## src/rtl/vfpx_pkg.sv

```systemverilog
package vfpx_pkg;
    localparam int MAX_VL     = 64;
    localparam int VL_W       = $clog2(MAX_VL + 1);
    localparam int IDX_W      = $clog2(MAX_VL);
    localparam int NFLAG      = 5;
    localparam int LAT_SIMPLE = 3;
    localparam int LAT_DIV    = 10;
    localparam int DIV_RPT    = 8;
    localparam int COOL_W     = $clog2(DIV_RPT);

    typedef enum logic {CLS_SIMPLE = 1'b0, CLS_DIV = 1'b1} op_cls_e;

    // bit0 inexact, bit1 underflow, bit2 overflow, bit3 div-by-zero, bit4 invalid
    typedef logic [NFLAG-1:0] fpflags_t;

    typedef struct packed {
        logic             valid;
        logic             last;
        logic [IDX_W-1:0] idx;
    } elem_t;

    function automatic fpflags_t live_flags(fpflags_t f, fpflags_t m);
        return f & ~m;
    endfunction
endpackage

```

## src/rtl/vfpx_sequencer.sv

```systemverilog
module vfpx_sequencer
    import vfpx_pkg::*;
(
    input  logic            clk,
    input  logic            rst,
    input  logic            issue_valid,
    input  op_cls_e         issue_cls,
    input  logic [VL_W-1:0] issue_vl,
    input  logic            precise_mode,
    input  logic            inflight,
    output logic            issue_stall,
    output logic            seq_busy,
    output elem_t           elem,
    output op_cls_e         elem_cls
);
    logic [COOL_W-1:0] div_cool;
    op_cls_e           seq_cls;
    logic [IDX_W-1:0]  seq_idx;
    logic [IDX_W-1:0]  seq_last_idx;
    logic              div_block;
    logic              accept;
    logic              seq_go;

    assign div_block   = (div_cool != '0);
    assign issue_stall = seq_busy
                       | ((issue_cls == CLS_DIV) & div_block)
                       | (precise_mode & inflight);
    assign accept      = issue_valid & ~issue_stall;
    assign seq_go      = seq_busy & ((seq_cls == CLS_SIMPLE) | ~div_block);

    always_comb begin
        elem     = '0;
        elem_cls = seq_cls;
        if (accept && issue_vl != '0) begin
            elem.valid = 1'b1;
            elem.idx   = '0;
            elem.last  = (issue_vl == VL_W'(1));
            elem_cls   = issue_cls;
        end else if (seq_go) begin
            elem.valid = 1'b1;
            elem.idx   = seq_idx;
            elem.last  = (seq_idx == seq_last_idx);
        end
    end

    always_ff @(posedge clk) begin
        if (rst) begin
            div_cool     <= '0;
            seq_busy     <= 1'b0;
            seq_cls      <= CLS_SIMPLE;
            seq_idx      <= '0;
            seq_last_idx <= '0;
        end else begin
            if (elem.valid && elem_cls == CLS_DIV)
                div_cool <= COOL_W'(DIV_RPT - 1);
            else if (div_block)
                div_cool <= div_cool - COOL_W'(1);

            if (accept && issue_vl > VL_W'(1)) begin
                seq_busy     <= 1'b1;
                seq_cls      <= issue_cls;
                seq_idx      <= IDX_W'(1);
                seq_last_idx <= IDX_W'(issue_vl - VL_W'(1));
            end else if (seq_go) begin
                if (seq_idx == seq_last_idx)
                    seq_busy <= 1'b0;
                else
                    seq_idx <= seq_idx + IDX_W'(1);
            end
        end
    end


    multi_elem_holds_chk: assert property (@(posedge clk) disable iff (rst)
        (issue_valid && !issue_stall && issue_vl > VL_W'(1)) |=> issue_stall);
endmodule

```

## src/rtl/vfpx_tracker.sv

```systemverilog
module vfpx_tracker
    import vfpx_pkg::*;
#(
    parameter int LAT     = LAT_SIMPLE,
    parameter int MIN_GAP = 1
) (
    input  logic             clk,
    input  logic             rst,
    input  elem_t            push,
    input  fpflags_t         flags_in,
    input  fpflags_t         mask,
    output logic             busy,
    output logic             fw_en,
    output logic [IDX_W-1:0] fw_idx,
    output fpflags_t         fw_flags,
    output logic             raise,
    output fpflags_t         cause
);
    elem_t    stage [LAT];
    elem_t    exit_e;
    fpflags_t acc;
    fpflags_t cur;
    fpflags_t total;

    assign exit_e = stage[LAT-1];
    assign cur    = live_flags(flags_in, mask);
    assign total  = acc | cur;

    always_comb begin
        busy = 1'b0;
        for (int k = 0; k < LAT; k++) busy = busy | stage[k].valid;
    end

    always_ff @(posedge clk) begin
        if (rst) begin
            for (int k = 0; k < LAT; k++) stage[k] <= '0;
            acc      <= '0;
            fw_en    <= 1'b0;
            fw_idx   <= '0;
            fw_flags <= '0;
            raise    <= 1'b0;
            cause    <= '0;
        end else begin
            stage[0] <= push;
            for (int k = 1; k < LAT; k++) stage[k] <= stage[k-1];
            fw_en    <= exit_e.valid;
            fw_idx   <= exit_e.idx;
            fw_flags <= exit_e.valid ? flags_in : '0;
            raise    <= 1'b0;
            cause    <= '0;
            if (exit_e.valid) begin
                if (exit_e.last) begin
                    raise <= (total != '0);
                    cause <= total;
                    acc   <= '0;
                end else begin
                    acc <= total;
                end
            end
        end
    end

    generate
        if (MIN_GAP > 1) begin : g_gap
            logic [7:0] gap_cnt;
            always_ff @(posedge clk) begin
                if (rst)                gap_cnt <= 8'hFF;
                else if (exit_e.valid)  gap_cnt <= '0;
                else if (gap_cnt != 8'hFF) gap_cnt <= gap_cnt + 8'd1;
            end

            div_spacing_chk: assert property (@(posedge clk) disable iff (rst)
                exit_e.valid |-> (gap_cnt >= 8'(MIN_GAP - 1)));
        end
    endgenerate


    raise_on_write_chk: assert property (@(posedge clk) disable iff (rst)
        raise |-> fw_en);
endmodule

```

## src/rtl/vfpx_ctrl.sv

```systemverilog
module vfpx_ctrl
    import vfpx_pkg::*;
(
    input  logic             clk,
    input  logic             rst,
    input  logic             precise_mode,
    input  logic [NFLAG-1:0] exc_mask,
    input  logic             issue_valid,
    input  logic             issue_cls,
    input  logic [VL_W-1:0]  issue_vl,
    input  logic [NFLAG-1:0] pipe_flags_s,
    input  logic [NFLAG-1:0] pipe_flags_d,
    output logic             issue_stall,
    output logic             fw_s_en,
    output logic [IDX_W-1:0] fw_s_idx,
    output logic [NFLAG-1:0] fw_s_flags,
    output logic             fw_d_en,
    output logic [IDX_W-1:0] fw_d_idx,
    output logic [NFLAG-1:0] fw_d_flags,
    output logic             exc_raise,
    output logic [NFLAG-1:0] exc_cause
);
    elem_t            elem;
    op_cls_e          elem_cls;
    logic             seq_busy;
    logic             inflight;
    logic             trk_busy  [2];
    logic             trk_en    [2];
    logic [IDX_W-1:0] trk_idx   [2];
    fpflags_t         trk_flags [2];
    logic             trk_raise [2];
    fpflags_t         trk_cause [2];

    vfpx_sequencer u_seq (
        .clk          (clk),
        .rst          (rst),
        .issue_valid  (issue_valid),
        .issue_cls    (op_cls_e'(issue_cls)),
        .issue_vl     (issue_vl),
        .precise_mode (precise_mode),
        .inflight     (inflight),
        .issue_stall  (issue_stall),
        .seq_busy     (seq_busy),
        .elem         (elem),
        .elem_cls     (elem_cls)
    );

    generate
        for (genvar k = 0; k < 2; k++) begin : g_cls
            localparam op_cls_e MY_CLS = (k == 1) ? CLS_DIV : CLS_SIMPLE;
            localparam int      LAT    = (k == 1) ? LAT_DIV : LAT_SIMPLE;
            localparam int      GAP    = (k == 1) ? DIV_RPT : 1;
            elem_t    push_e;
            fpflags_t fin;
            assign push_e = (elem.valid && elem_cls == MY_CLS) ? elem : '0;
            assign fin    = (k == 1) ? pipe_flags_d : pipe_flags_s;
            vfpx_tracker #(.LAT(LAT), .MIN_GAP(GAP)) u_trk (
                .clk      (clk),
                .rst      (rst),
                .push     (push_e),
                .flags_in (fin),
                .mask     (exc_mask),
                .busy     (trk_busy[k]),
                .fw_en    (trk_en[k]),
                .fw_idx   (trk_idx[k]),
                .fw_flags (trk_flags[k]),
                .raise    (trk_raise[k]),
                .cause    (trk_cause[k])
            );
        end
    endgenerate

    assign inflight   = trk_busy[0] | trk_busy[1];
    assign fw_s_en    = trk_en[0];
    assign fw_s_idx   = trk_idx[0];
    assign fw_s_flags = trk_flags[0];
    assign fw_d_en    = trk_en[1];
    assign fw_d_idx   = trk_idx[1];
    assign fw_d_flags = trk_flags[1];
    assign exc_raise  = trk_raise[0] | trk_raise[1];
    assign exc_cause  = trk_cause[0] | trk_cause[1];


    precise_hold_chk: assert property (@(posedge clk) disable iff (rst)
        (precise_mode && inflight) |-> issue_stall);

    deferred_no_stall_chk: assert property (@(posedge clk) disable iff (rst)
        (!precise_mode && !seq_busy && issue_valid && !issue_cls) |-> !issue_stall);

    cause_needs_raise_chk: assert property (@(posedge clk) disable iff (rst)
        !exc_raise |-> (exc_cause == '0));

    raise_has_cause_chk: assert property (@(posedge clk) disable iff (rst)
        exc_raise |-> (exc_cause != '0));
endmodule

```

## config.mk

```make
export PLATFORM = sky130hd
export DESIGN_NAME = vfpx_ctrl
export DESIGN_NICKNAME = d
export VERILOG_FILES = /design/src/rtl/vfpx_pkg.sv /design/src/rtl/vfpx_sequencer.sv /design/src/rtl/vfpx_tracker.sv /design/src/rtl/vfpx_ctrl.sv
export SDC_FILE = /design/constraint.sdc
export NUM_CORES = 1
export LEC_CHECK = 0
export BUFFER_PORTS_ARGS = -buffer_cell sky130_fd_sc_hd__buf_2
export CAP_MARGIN = 20
export CORE_ASPECT_RATIO = 1.1
export CORE_UTILIZATION = 45
export CTS_BUF_LIST = sky130_fd_sc_hd__clkbuf_8
export CTS_CLUSTER_SIZE = 16
export DETAILED_ROUTE_END_ITERATION = 10
export GPL_ROUTABILITY_DRIVEN = 1
export PLACE_DENSITY = 0.76
export SYNTH_ARGS = -nofsm -noshare
export SYNTH_HDL_FRONTEND = slang
export SYNTH_SLANG_ARGS = --single-unit
```

## constraint.sdc

```tcl
create_clock -name clk -period 1.55 [get_ports clk]
set_input_delay 0 -clock clk [delete_from_list [all_inputs] [get_ports clk]]
set_output_delay 0 -clock clk [all_outputs]
set_load 0.01 [all_outputs]
```

==> impl_results.md <==
- WHS: 0.159 ns
- Peak supply drop: 0.701 mV
- Layout cells sized above 1: 27.1%
- CTS Root Cell: clkbuf_8
- First-pass GRT wire length: 14600 um
- I/O pin total: 58
- Syn Nets: 520
- Vias in the first global route: 3415
- Core area: 0.0114 sq mm
- DR iter-0 viols: 125
- Seq/Total Area, Yosys: 63.5%
- Fmax: 621 MHz
- Startpoint Class: flop
- Number of fillers in the final layout: 908
- Switching Fraction: 26.6%
- Syn Std Cell Area: 0.00526 sq mm
- Final setup violating endpoints: 9
- RR Startpoint: u_seq.div_cool[1]
- Hold WC Path Type: primary input to flop
- Fin crit period: 1.61 ns
- Final GP Congestion: 0.826
- WP data arrival: 1.95 ns
- Combinational share of power: 16.8%
- Clk pwr share: 33.6%
- Critical Path RT: 1.89 ns
- Run status: complete, but fails checks
- Routed WL: 9180 um
- Worst Setup Path Type: flop to flop
- Die Span Y: 115 um
- Final WS setup: -0.0597 ns
- CP Launch Point: u_seq.div_cool[1]
- Non-Filler Instances: 770
- FF+latch area: 0.00335 sq mm
- Remaining DRCs: 0
- Slew HR: 71.5%
- Drt wl/cell: 11.9 um
- Most frequent cells in the layout: dfxtp_1, nor2b_1, buf_2
- PwrDens: 1340 mW/mm^2
- Post-Synthesis Cells: 488
- Gr ovfl total: 0
- Max Cap Violations: 0
- Total GRT Usage: 15.6%
- Pre-CTS setup slack: -0.0995 ns
- CP endpoint kind: flop
- Seq cells post-synth: 167
- Drt first pass iters: 4
- Final setup skew: 0.00877 ns
- Hpwl dp: 5750 um
- Vias/cell: 4.55
- Reg power frac: 49.6%
- H-tree depth: 4
- # placed instances: 705
- Tcrit/Tclk final: 104%
- Area of the multi-input gates: 0.00195 sq mm
- Yosys warnings: 0
- RSZ-0062 raised after global routing: true
- CTS sink count: 167
- Port bufs: 57
- Reg2reg end: g_cls[1].u_trk.stage[0][6]
- Worst r2r path cells: 7
- Post-route ant nets: 0
- Die footprint: 0.0121 sq mm
- # rows: 41
- Cell variety after synth: 42
- Initial antenna violation count: 0
- Int Pwr: 6.65 mW
- Final-report hold violation count: 0
- CTS tree: yes
- Worst Tran Pin Value: 0.427 ns
- Slew Limit Fails: 0
- Die width: 105 um
- Crit path to: g_cls[1].u_trk.stage[0][6]
- CTS clk-pin slew, worst paths: 0.08 ns
- Worst reg-to-reg setup slack: -0.06 ns
- Total CTS buffers: 17
- Starting Density: 46.0%
- Largest net degree at the start of global routing: 50
- Switch Pwr: 2.41 mW
- Setup_tns: -0.191 ns
- Antenna cell count: 0
- Clk_lat worst skew: 0.43 ns
- Clock Path Buffers: 2
- Final #Nets: 639
- Via count: 3504
- Max FO, Critical Path: 4
- Leading cell type in the layout, fill and taps excluded: dfxtp_1
- Failing checks: setup timing
- P_leak: 2.86 nW
- Area growth, synth to finish: 28.9%
- Syn Area/Cell: 10.8 sq um
layer usage:
layer	vias to the layer above	GRT usage (%)	part of all wire, %
li1	1813	-	-
met1	1589	15.7	43
met2	85	29.1	51
met3	17	5.05	3.6
met4	0	7.98	1.9
met5	-	0	0
sequential cells by signal, indices dropped and copies added (netlist names), 3 cells and up:
| signal | cells |
|---|---|
| u_seq.seq_last_idx | 6 |
| g_cls.u_trk.stage | 104 |
| u_seq.div_cool | 3 |
| g_cls.u_trk.fw_flags | 10 |
| u_seq.seq_idx | 6 |
| g_cls.u_trk.acc | 10 |
| g_cls.u_trk.fw_idx | 12 |
| g_cls.u_trk.cause | 10 |
logic make-up (layout without fill, tap and decap cells):
family,Yosys count,in the layout,synth area share (%)
flops,167,167,63.5
mux,2,2,0.381
compound gates,48,48,6.21
fa+ha+maj,5,5,1.19
buf+inv,26,158,2.12
xor+xnor,13,13,2.16
simple gates,227,227,24.4
synth_stat cells:
cell type / count / area share [%]
a41o_2: 1 / 0.21
a221oi_2: 1 / 0.29
and3_1: 1 / 0.12
clkbuf_1: 12 / 0.86
nor3_1: 6 / 0.57
xnor2_1: 5 / 0.83
xor2_1: 8 / 1.3
nand4b_1: 1 / 0.17
nand3_1: 4 / 0.38
nand2b_1: 1 / 0.12
nor4_1: 2 / 0.24
o21a_1: 1 / 0.14
inv_1: 7 / 0.50
and2_2: 2 / 0.29
nor4_2: 2 / 0.48
o211ai_1: 2 / 0.29
ha_1: 5 / 1.2
nor2_1: 48 / 3.4
a21o_1: 3 / 0.43
and2_1: 20 / 2.4
or3_1: 3 / 0.36
buf_4: 1 / 0.14
nand4_1: 3 / 0.36
buf_2: 2 / 0.19
buf_1: 3 / 0.21
mux2i_1: 2 / 0.38
a211oi_1: 10 / 1.4
nor2b_1: 114 / 14
nand3_2: 1 / 0.19
and4_1: 1 / 0.17
nand2_1: 11 / 0.78
a21oi_1: 16 / 1.5
dfxtp_1: 167 / 64
o21ai_0: 4 / 0.38
buf_6: 1 / 0.21
a41oi_1: 1 / 0.17
a31oi_1: 4 / 0.48
or2_2: 7 / 0.83
a211oi_2: 2 / 0.48
o21ai_1: 1 / 0.095
o31ai_1: 1 / 0.14
o41ai_1: 1 / 0.17
repair_timing:
action	4_1_cts	5_1_grt
pin swaps	9	11
resized for setup	9	19
setup endpoints to repair	19	19
gates cloned	0	1
hold buffers	27	0
endpoints found under the hold margin	63	0
setup buffers	4	1
worst min path at each step:
| stage | startpoint | end | slack [ns] | cells after the start |
|---|---|---|---|---|
| 2_1_floorplan | issue_vl[0] | u_seq.seq_last_idx[0] | 0.1 | 1 |
| 3_3_place_gp | pipe_flags_s[2] | g_cls[0].u_trk.fw_flags[2] | 0.22 | 2 |
| 3_5_place_dp | pipe_flags_d[4] | g_cls[1].u_trk.fw_flags[4] | 0.22 | 2 |
| 4_1_cts | issue_vl[5] | g_cls[0].u_trk.stage[0][7] | 0.11 | 5 |
| 5_1_grt | precise_mode | g_cls[0].u_trk.stage[0][7] | 0.16 | 5 |
| 6_report | issue_vl[5] | g_cls[0].u_trk.stage[0][7] | 0.16 | 5 |
critical path: stages, from the launching register on:
cell      delay, ns
dfxtp_2        0.34
inv_2          0.08
ha_4           0.15
nor2b_4        0.20
o21ai_4        0.09
or3_4          0.36
o21a_1         0.12
a221oi_2       0.18
cell type report:
class                   count  area share, %
repair buffers            119           12.9
well taps                 150           2.77
clock inverters            15           2.45
clock buffers              17           3.45
flip-flops and latches    167           49.4
multi-input cells         295           28.7
inverters                   7          0.387
power by group through the flow:
stage                     logic, mW  registers [mW]  clock network (mW)
after floorplan               0.782            4.58                   0
final                          1.52            4.50                3.04
after global routing           1.65            4.51                3.33
after detailed placement       1.20            4.58                   0
after global placement         1.14            4.58                   0
after CTS                      1.39            4.49                3.11
per-stage QoR:
| step | utilization, % | power [mW] | area, sq um |
|---|---|---|---|
| after floorplan | - | 5.37 | 5320 |
| after global placement | 52.0 | 5.71 | 5940 |
| after detailed placement | 52.0 | 5.78 | 5940 |
| after CTS | 58.4 | 8.98 | 6680 |
| after global routing | 59.3 | 9.49 | 6780 |
| final | 59.3 | 9.06 | 6780 |
Power figures use the tool's default switching activity.
